--- config.mk ---
export PLATFORM = sky130hd
export DESIGN_NAME = mspwm_group
export DESIGN_NICKNAME = d
export VERILOG_FILES = /design/src/rtl/mspwm_pkg.sv /design/src/rtl/mspwm_enable_ctl.sv /design/src/rtl/mspwm_master_ch.sv /design/src/rtl/mspwm_slave_ch.sv /design/src/rtl/mspwm_group.sv
export SDC_FILE = /design/constraint.sdc
export NUM_CORES = 1
export LEC_CHECK = 0
export BUFFER_PORTS_ARGS = -buffer_cell sky130_fd_sc_hd__buf_2
export CORE_AREA = 8 8 154 156
export DETAILED_ROUTE_END_ITERATION = 10
export DIE_AREA = 0 0 162 164
export PLACE_DENSITY_LB_ADDON = 0.3
export SLEW_MARGIN = 20
export SYNTH_ARGS = -nofsm -noshare
export SYNTH_HDL_FRONTEND = slang
export SYNTH_SLANG_ARGS = --single-unit
export TNS_END_PERCENT = 50
--- constraint.sdc ---
create_clock -name clk -period 5.3 [get_ports clk]
set_clock_uncertainty 0.15 [all_clocks]
set_input_delay 0.53 -clock clk [delete_from_list [all_inputs] [get_ports clk]]
set_output_delay 0.53 -clock clk [all_outputs]
set_load 0.05 [all_outputs]
--- src/rtl/mspwm_pkg.sv ---
// Package: shared types of the master-slave PWM timer group.
// Assumes nothing beyond IEEE 1800-2017 synthesis subset.
package mspwm_pkg;
    // Slave one-shot state: resting or counting its active width.
    typedef enum logic {
        SLV_REST = 1'b0,
        SLV_RUN  = 1'b1
    } slv_state_e;
endpackage

--- src/rtl/mspwm_enable_ctl.sv ---
// Module: enable flag register for all channels.
// Turns one-clock start/stop pulses into held enable flags; stop has
// priority. Also flags an accepted master start so the master reloads.
// Assumes triggers are single-clock pulses from the register layer.
module mspwm_enable_ctl #(
    parameter int NUM_CH = 3
) (
    input  logic              clk,
    input  logic              rst_n,
    input  logic [NUM_CH-1:0] start_trig,
    input  logic [NUM_CH-1:0] stop_trig,
    output logic [NUM_CH-1:0] en,
    output logic              mst_restart
);
    logic [NUM_CH-1:0] en_q;

    // Hold enable flags; stop clears, start sets.
    always_ff @(posedge clk) begin
        if (!rst_n) begin
            en_q <= '0;
        end else begin
            en_q <= (en_q | start_trig) & ~stop_trig;
        end
    end

    assign en          = en_q;
    assign mst_restart = start_trig[0] & ~stop_trig[0];
endmodule

--- src/rtl/mspwm_master_ch.sv ---
// Module: period master channel.
// Down counter that loads its data value on the first tick after a start
// and reloads on every tick that finds zero; each load is a period event.
// Assumes tick already combines the count enable with the channel enable.
module mspwm_master_ch #(
    parameter int CNT_W = 16
) (
    input  logic             clk,
    input  logic             rst_n,
    input  logic             tick,
    input  logic             restart,
    input  logic             we,
    input  logic [CNT_W-1:0] wdata,
    output logic [CNT_W-1:0] cnt,
    output logic             evt
);
    logic [CNT_W-1:0] data_q;
    logic [CNT_W-1:0] cnt_q;
    logic             first_q;
    logic             load;

    assign load = first_q || (cnt_q == '0);
    assign evt  = tick && load;

    // Data register, counter and first-load flag.
    always_ff @(posedge clk) begin
        if (!rst_n) begin
            data_q  <= '0;
            cnt_q   <= '0;
            first_q <= 1'b0;
        end else begin
            if (we) begin
                data_q <= wdata;
            end
            if (tick) begin
                if (load) begin
                    cnt_q   <= data_q;
                    first_q <= 1'b0;
                end else begin
                    cnt_q <= cnt_q - 1'b1;
                end
            end
            if (restart) begin
                first_q <= 1'b1;
            end
        end
    end

    assign cnt = cnt_q;
endmodule

--- src/rtl/mspwm_slave_ch.sv ---
// Module: one-shot PWM slave channel.
// Loads its data value on a master period event, goes active on the next
// tick, counts down and goes inactive on the tick that finds zero.
// Assumes mst_evt is valid only in a master tick cycle.
module mspwm_slave_ch
    import mspwm_pkg::*;
#(
    parameter int CNT_W = 16
) (
    input  logic             clk,
    input  logic             rst_n,
    input  logic             tick,
    input  logic             mst_evt,
    input  logic             we,
    input  logic [CNT_W-1:0] wdata,
    output logic [CNT_W-1:0] cnt,
    output logic             lvl
);
    logic [CNT_W-1:0] data_q;
    logic [CNT_W-1:0] cnt_q;
    slv_state_e       st_q;
    logic             lvl_q;

    // Data register, one-shot counter and timer level.
    always_ff @(posedge clk) begin
        if (!rst_n) begin
            data_q <= '0;
            cnt_q  <= '0;
            st_q   <= SLV_REST;
            lvl_q  <= 1'b0;
        end else begin
            if (we) begin
                data_q <= wdata;
            end
            if (tick) begin
                if (mst_evt) begin
                    cnt_q <= data_q;
                    st_q  <= SLV_RUN;
                end else if (st_q == SLV_RUN) begin
                    if (cnt_q == '0) begin
                        lvl_q <= 1'b0;
                        st_q  <= SLV_REST;
                    end else begin
                        lvl_q <= 1'b1;
                        cnt_q <= cnt_q - 1'b1;
                    end
                end
            end
        end
    end

    assign cnt = cnt_q;
    assign lvl = lvl_q;
endmodule

--- src/rtl/mspwm_group.sv ---
// Module: master-slave PWM timer group (top).
// One period master plus NUM_SLV one-shot slaves sharing its period event;
// per-slave pin mux between timer level and a software level.
// Assumes cnt_en is a one-clock tick from an external prescaler.
module mspwm_group #(
    parameter int CNT_W   = 16,
    parameter int NUM_SLV = 2
) (
    input  logic                          clk,
    input  logic                          rst_n,
    input  logic                          cnt_en,
    input  logic [NUM_SLV:0]              start_trig,
    input  logic [NUM_SLV:0]              stop_trig,
    input  logic [NUM_SLV:0]              data_we,
    input  logic [CNT_W-1:0]              data_wdata,
    input  logic [NUM_SLV-1:0]            out_en,
    input  logic [NUM_SLV-1:0]            out_lvl,
    output logic [NUM_SLV:0]              ch_en,
    output logic [(NUM_SLV+1)*CNT_W-1:0]  count_val,
    output logic                          period_irq,
    output logic [NUM_SLV-1:0]            pwm_out
);
    localparam int NUM_CH = NUM_SLV + 1;

    logic [NUM_CH-1:0] en;
    logic              mst_restart;
    logic              mst_evt;
    logic [CNT_W-1:0]  mst_cnt;
    logic [NUM_SLV-1:0] slv_lvl;
    logic              irq_q;

    mspwm_enable_ctl #(.NUM_CH(NUM_CH)) u_en (
        .clk        (clk),
        .rst_n      (rst_n),
        .start_trig (start_trig),
        .stop_trig  (stop_trig),
        .en         (en),
        .mst_restart(mst_restart)
    );

    mspwm_master_ch #(.CNT_W(CNT_W)) u_mst (
        .clk    (clk),
        .rst_n  (rst_n),
        .tick   (cnt_en & en[0]),
        .restart(mst_restart),
        .we     (data_we[0]),
        .wdata  (data_wdata),
        .cnt    (mst_cnt),
        .evt    (mst_evt)
    );

    assign count_val[CNT_W-1:0] = mst_cnt;

    for (genvar s = 0; s < NUM_SLV; s++) begin : g_slv
        logic [CNT_W-1:0] s_cnt;

        mspwm_slave_ch #(.CNT_W(CNT_W)) u_slv (
            .clk    (clk),
            .rst_n  (rst_n),
            .tick   (cnt_en & en[s+1]),
            .mst_evt(mst_evt),
            .we     (data_we[s+1]),
            .wdata  (data_wdata),
            .cnt    (s_cnt),
            .lvl    (slv_lvl[s])
        );

        assign count_val[(s+1)*CNT_W +: CNT_W] = s_cnt;
        assign pwm_out[s] = out_en[s] ? slv_lvl[s] : out_lvl[s];
    end

    // Register the period event into a one-clock interrupt pulse.
    always_ff @(posedge clk) begin
        if (!rst_n) begin
            irq_q <= 1'b0;
        end else begin
            irq_q <= mst_evt;
        end
    end

    assign period_irq = irq_q;
    assign ch_en      = en;
endmodule

* Word-level counts from Yosys, hierarchy flattened
Index checks and enable logic that the tools add are counted.
** Cells by class
- Eq/ne operators :: 2
- Reductions and logical operators :: 14
- Add/sub/neg operators :: 3
- Mux-type cells :: 18
- Bitwise operators :: 9
** Operator list (count)
- 16-bit two-way mux :: 7
- 16-bit logical NOT :: 3
- 16-bit by 1-bit subtractor with 16-bit output, second input constant :: 3
- 3-bit AND reduction :: 4
- 1-bit two-way mux :: 11
- 2-bit nonzero test :: 4
- 1-bit AND :: 4
- 2-bit inequality test, second input constant :: 2
- 3-bit AND :: 1
- 3-bit inverter :: 1
- 3-bit bitwise OR :: 1
- 1-bit inverter :: 2
- 2-bit AND reduction :: 1
- 1-bit logical AND :: 1
- 1-bit logical OR :: 1
** Word-level totals
- Register bits :: 105
- Input bits :: 32
- Logic and storage cells :: 59

* Depth between registers and ports, before layout
- Depth in word-level cells :: 5
- Gate-level depth with buffers :: 10
- Mapped depth without buffers :: 7

* Modules after synthesis
Synthesis repeated with hierarchy kept, for this count alone.
** Second synthesis, totals
- Cell total of the unflattened synthesis :: 624
- Area, all modules :: 5485.3 um^2
** By module, submodules not included
- mspwm_slave_ch (g_slv[0].u_slv) :: sequential area each 680.7 um^2, times used 1, area an instance 1933.1 um^2, cells each 227
- mspwm_master_ch :: sequential area each 660.6 um^2, times used 1, area an instance 1702.9 um^2, cells each 185
- mspwm_slave_ch (g_slv[1].u_slv) :: sequential area each 680.7 um^2, times used 1, area an instance 1659.1 um^2, cells each 195
- mspwm_enable_ctl :: sequential area each 60.1 um^2, times used 1, area an instance 115.1 um^2, cells each 10
- mspwm_group :: sequential area each 20.0 um^2, times used 1, area an instance 75.1 um^2, cells each 7

* Worst setup path before layout
Ideal clock, no wire load.
- Kind :: reg-to-reg
- Start :: register u_mst.cnt_q[0], in the netlist u_mst.cnt[0]
- End :: register g_slv[1].u_slv.cnt_q[3]
- Path buffers :: 3
- Data arrival time :: 2.629 ns
- Setup slack :: 2.390 ns
- Cell stages (with the launch flop) :: 11
- Required time :: 5.018 ns
- Path through :: dfxtp_1 inv_1 ha_1 or4b_1 clkbuf_1 o41ai_4 nand2_2 buf_2 clkbuf_1 a21oi_1 o32ai_1
** On the way
- Longest elaborated chain between the ends :: 5
** RTL lines
- start, declared :: line mspwm_master_ch.sv:18 : logic [CNT_W-1:0] cnt_q;
- start signal, assigned :: line mspwm_master_ch.sv:37 : cnt_q <= data_q;
- start signal, assigned :: line mspwm_master_ch.sv:40 : cnt_q <= cnt_q - 1'b1;
- 16-bit logical NOT * :: line mspwm_master_ch.sv:22 : assign load = first_q || (cnt_q == '0);
- 1-bit logical OR * :: line mspwm_master_ch.sv:22
- 1-bit logical AND * :: line mspwm_master_ch.sv:23 : assign evt = tick && load;
- 2-bit inequality test (no line) / 2-bit nonzero test (equally long branches)
- 3-bit AND reduction (no line)
- end signal, assigned :: line mspwm_slave_ch.sv:37 : cnt_q <= data_q;
- end signal, assigned :: line mspwm_slave_ch.sv:45 : cnt_q <= cnt_q - 1'b1;
- end, declared :: line mspwm_slave_ch.sv:20 : logic [CNT_W-1:0] cnt_q;
Every way passes the cells marked *; elsewhere a longest branch is shown, timed or not.
A chain may end at the register's enable or synchronous reset.

* Worst setup path after layout
- Start :: register u_mst.cnt_q[0], in the netlist u_mst.cnt[0]
- End :: register g_slv[0].u_slv.cnt_q[14]
** On the way
- Longest elaborated chain between the ends :: 5
** RTL lines (line)
- 16-bit logical NOT * :: mspwm_master_ch.sv:22
- 1-bit logical OR * :: mspwm_master_ch.sv:22
- 1-bit logical AND * :: mspwm_master_ch.sv:23
- 2-bit inequality test (no line) / 2-bit nonzero test (equally long branches)
- 3-bit AND reduction (no line)
- end signal, assigned :: mspwm_slave_ch.sv:37
- end signal, assigned :: mspwm_slave_ch.sv:45
- end, declared :: mspwm_slave_ch.sv:20
Marks and branches as above.

==> results by group <==
Critical path
  • Worst Setup Start Kind: flip-flop
  • WP data required: between 5 and 6 ns
  • R2R setup slack: around 1.9 ns
  • R2R depth: 8
  • WS Path Type: flip-flop to flip-flop
  • FF-to-FF Start: u_mst.cnt[0]$_SDFFE_PN0P_
  • Reg2reg end: g_slv[0].u_slv.cnt[14]$_SDFFE_PN0P_
  • Crit. End Element: flip-flop
  • CP Data Arrival Time: around 3.5 ns
  • Crit-path max FO: 15

Floorplanning
  • Die H: roughly 160 um
  • Io pins: 86
  • Cell row count: 54
  • Die Area: 26600 um^2
  • Initial Util: 0.245
  • Core footprint: approximately 21000 um^2
  • Die X: between 150 and 200 um

Logic synthesis
  • Yosys warns: 0
  • Synth top area share: 0.401
  • Dominant synthesized flop cell: dfxtp_1
  • Seq/Total Area, Yosys: 0.401
  • Post-synth EDFFs: 0
  • Netlist cell types: 67
  • Yosys top cell by area: dfxtp_1
  • Fraction of registers with async set/reset: 0
  • Cells after Synth: ~630
  • Synth Area per Inst: 8.28 um^2
  • #FFs+latches synth: around 110
  • Synth top area cells: dfxtp_1 (40%), mux2i_1 (9.4%), nor2_1 (6.2%)
  • Syn_nets: 670
  • Mapped cell area: between 5000 and 6000 um^2

Clocking
  • Postcts setup bufs: 0
  • CTS Root Cell: clkbuf_16
  • Later-pin clock latency in the skew report: approximately 0.35 ns
  • CTS tree: yes
  • CTS max path bufs: 2
  • Cts bufs inserted: 9
  • Hold-fix buffers, CTS: 0
  • Post-CTS Resized: 0
  • Clock-pin transition on the worst setup and hold timing paths: about 0.070 ns
  • H-tree levels: 3
  • Clock sinks: between 100 and 150

Min path
  • Hold depth: 2
  • Hold Path Sink: u_en.en[2]$_SDFF_PN0_
  • Hold path start: stop_trig[2]
  • Hold Path Class: input pin to flip-flop

Drt
  • Iter 0 DRT Violations: ~370
  • Drc violations: 0
  • Wirelength per Cell: 17.6 um
  • Vias: ~5000
  • Drt pass-1 iters: 4
  • Routed WL: 17200 um
  • ANT nets after route: 0
  • Via-per-instance ratio: 5.05

Power and ir drop
  • Pwr dens: 306 nW/um^2
  • Maximum VDD drop: roughly 180 uV
  • Leakage power: 2.55 nW

Timing
  • Worst-margin pin slew: between 0.9 and 1 ns
  • Final Hold Viols: 0
  • Max frequency: slightly below 300 MHz
  • Final setup TNS: 0 ns
  • Final setup fails: 0
  • RSZ-0062 raised after global routing: no
  • Final period utilization: 0.651
  • Final min period: about 3.4 ns
  • Slew HR: 0.328
  • Final WS setup: roughly 1.9 ns
  • Slew Limit Fails: 0

Placement
  • Pre-CTS setup slack: ~1.8 ns
  • Post-DP HPWL: around 12000 um
  • IO Port Bufs: 85
  • Placer Congestion: 0.776

Layout
  • N_diodes: 0
  • Layout cells sized above 1: 0.175
  • Post-layout net count: between 700 and 800
  • Area Growth Syn to Fin: 18.0%

Global routing
  • Number of global-route vias before repair: 4862
  • Largest net degree at the start of global routing: 46
  • Initial antenna violation count: 0
  • Tot GR Track Use: 0.130
  • First-pass GRT wire length: approximately 28000 um
  • Grt ovf: 0

Run status
  • Outcome: complete, no violations

Flow run
  • Max-capacitance violation count: 0
## critical path: stages, from the launching register on
cell and delay [ns]:
dfxtp_1 0.36, inv_1 0.07, ha_1 0.17, or4b_1 0.62
o41a_1 0.64, nor2_2 0.64, buf_4 0.30, nor3b_1 0.07
o31a_1 0.30
## power breakdown
part | internal, W | switching (W)
clock | 0.000357 | 0.000305
combinational | 0.000119 | 0.000258
sequential | 0.000823 | 0.0000301
total | 0.00130 | 0.000593
## metal layers
layer  up-vias  track usage  wire length [um]
met2       126        0.215              8250
met3        13       0.0263               944
li1       2438            -                 -
met4         0       0.0391               202
met1      2355        0.168              7770
met5         -            0                 0
## kinds of logic after synthesis
logic type / synth area share
adders and majority gates: 0.0119
muxes: 0.102
and+or+nand+nor: 0.249
DFF: 0.401
buffers and inverters: 0.0416
AOI/OAI and AO/OA: 0.185
xor gates and xnor gates: 0.00836
## synthesized netlist by cell type (11+ instances only)
master,n
nand3_1,20
nand2_1,54
nor3_1,22
clkbuf_1,32
nor2_1,87
o21ai_0,27
mux2i_1,49
a21oi_1,44
or4_1,11
dfxtp_1,105
## flip-flops by register name, summed over array words and instances (netlist names)
| register | flops |
|---|---|
| u_en.en | 3 |
| g_slv.u_slv.data_q | 32 |
| g_slv.u_slv.cnt | 32 |
| g_slv.u_slv.st_q | 2 |
| u_mst.first_q | 1 |
| u_mst.cnt | 16 |
| u_mst.data_q | 16 |
| g_slv.u_slv.lvl | 2 |
| period_irq | 1 |
## layout by cell type, fill, tap and decap left out, types with 3 or more instances in the layout
cell type	Yosys	layout
o22ai_1	6	6
xnor2_1	3	3
ha_1	5	5
buf_2	6	85
nor2_1	87	87
a41oi_1	3	3
dfxtp_1	105	105
inv_1	10	10
o31a_1	10	10
nand3_1	20	20
o211ai_1	5	5
nand2_1	54	54
o32ai_1	3	3
nor3_1	22	22
and2_1	7	7
and4_1	3	3
nor3b_1	3	3
or3_1	6	6
clkbuf_16	0	9
a21oi_1	44	44
nand4_1	10	10
buf_4	0	7
nor4b_1	5	5
o41ai_1	3	3
nor2b_1	5	5
nand2b_1	4	4
o21ai_0	27	27
or4_1	11	11
a31oi_1	10	10
a221o_1	3	3
and3_1	6	6
nor4_1	10	10
clkbuf_8	0	3
a211oi_1	7	7
mux2i_1	49	49
mux2_2	4	4
## through the flow
| stage | power [W] | std cells | instance area, um^2 | utilization | hold WS (ns) |
|---|---|---|---|---|---|
| finish | 0.00189 | 976 | 6180 | 0.290 | 0.183 |
| global route | 0.00198 | 976 | 6180 | 0.290 | 0.178 |
| CTS | 0.00191 | 976 | 6180 | 0.290 | 0.176 |
| detailed placement | 0.00125 | 960 | 5890 | 0.276 | 0.314 |
| global placement | 0.00125 | 960 | 5890 | 0.276 | 0.313 |
| floorplan | 0.00114 | 633 | 5240 | - | 0.295 |
## cell type report
class,count,area (um^2)
Sequential cell,105,2100
Timing Repair Buffer,92,478
Clock buffer,12,267
Multi-Input combinational cell,472,2920
Inverter,11,41.3
Fill cell,2339,15200
Clock inverter,4,26.3
Tap cell,280,350
## worst max path at each step
stage                                   start                                   to  slack [ns]  depth (start not counted)
floorplan           u_mst.cnt[0]$_SDFFE_PN0P_   g_slv[1].u_slv.cnt[3]$_SDFFE_PN0P_        2.39                         10
global placement    u_mst.cnt[0]$_SDFFE_PN0P_  g_slv[0].u_slv.cnt[14]$_SDFFE_PN0P_        1.92                          8
detailed placement  u_mst.cnt[0]$_SDFFE_PN0P_   g_slv[0].u_slv.cnt[6]$_SDFFE_PN0P_        1.85                          8
CTS                 u_mst.cnt[0]$_SDFFE_PN0P_   g_slv[0].u_slv.cnt[6]$_SDFFE_PN0P_        1.84                          8
global route        u_mst.cnt[0]$_SDFFE_PN0P_  g_slv[0].u_slv.cnt[14]$_SDFFE_PN0P_        1.65                          8
finish              u_mst.cnt[0]$_SDFFE_PN0P_  g_slv[0].u_slv.cnt[14]$_SDFFE_PN0P_        1.85                          8
Power figures use the tool's default switching activity.
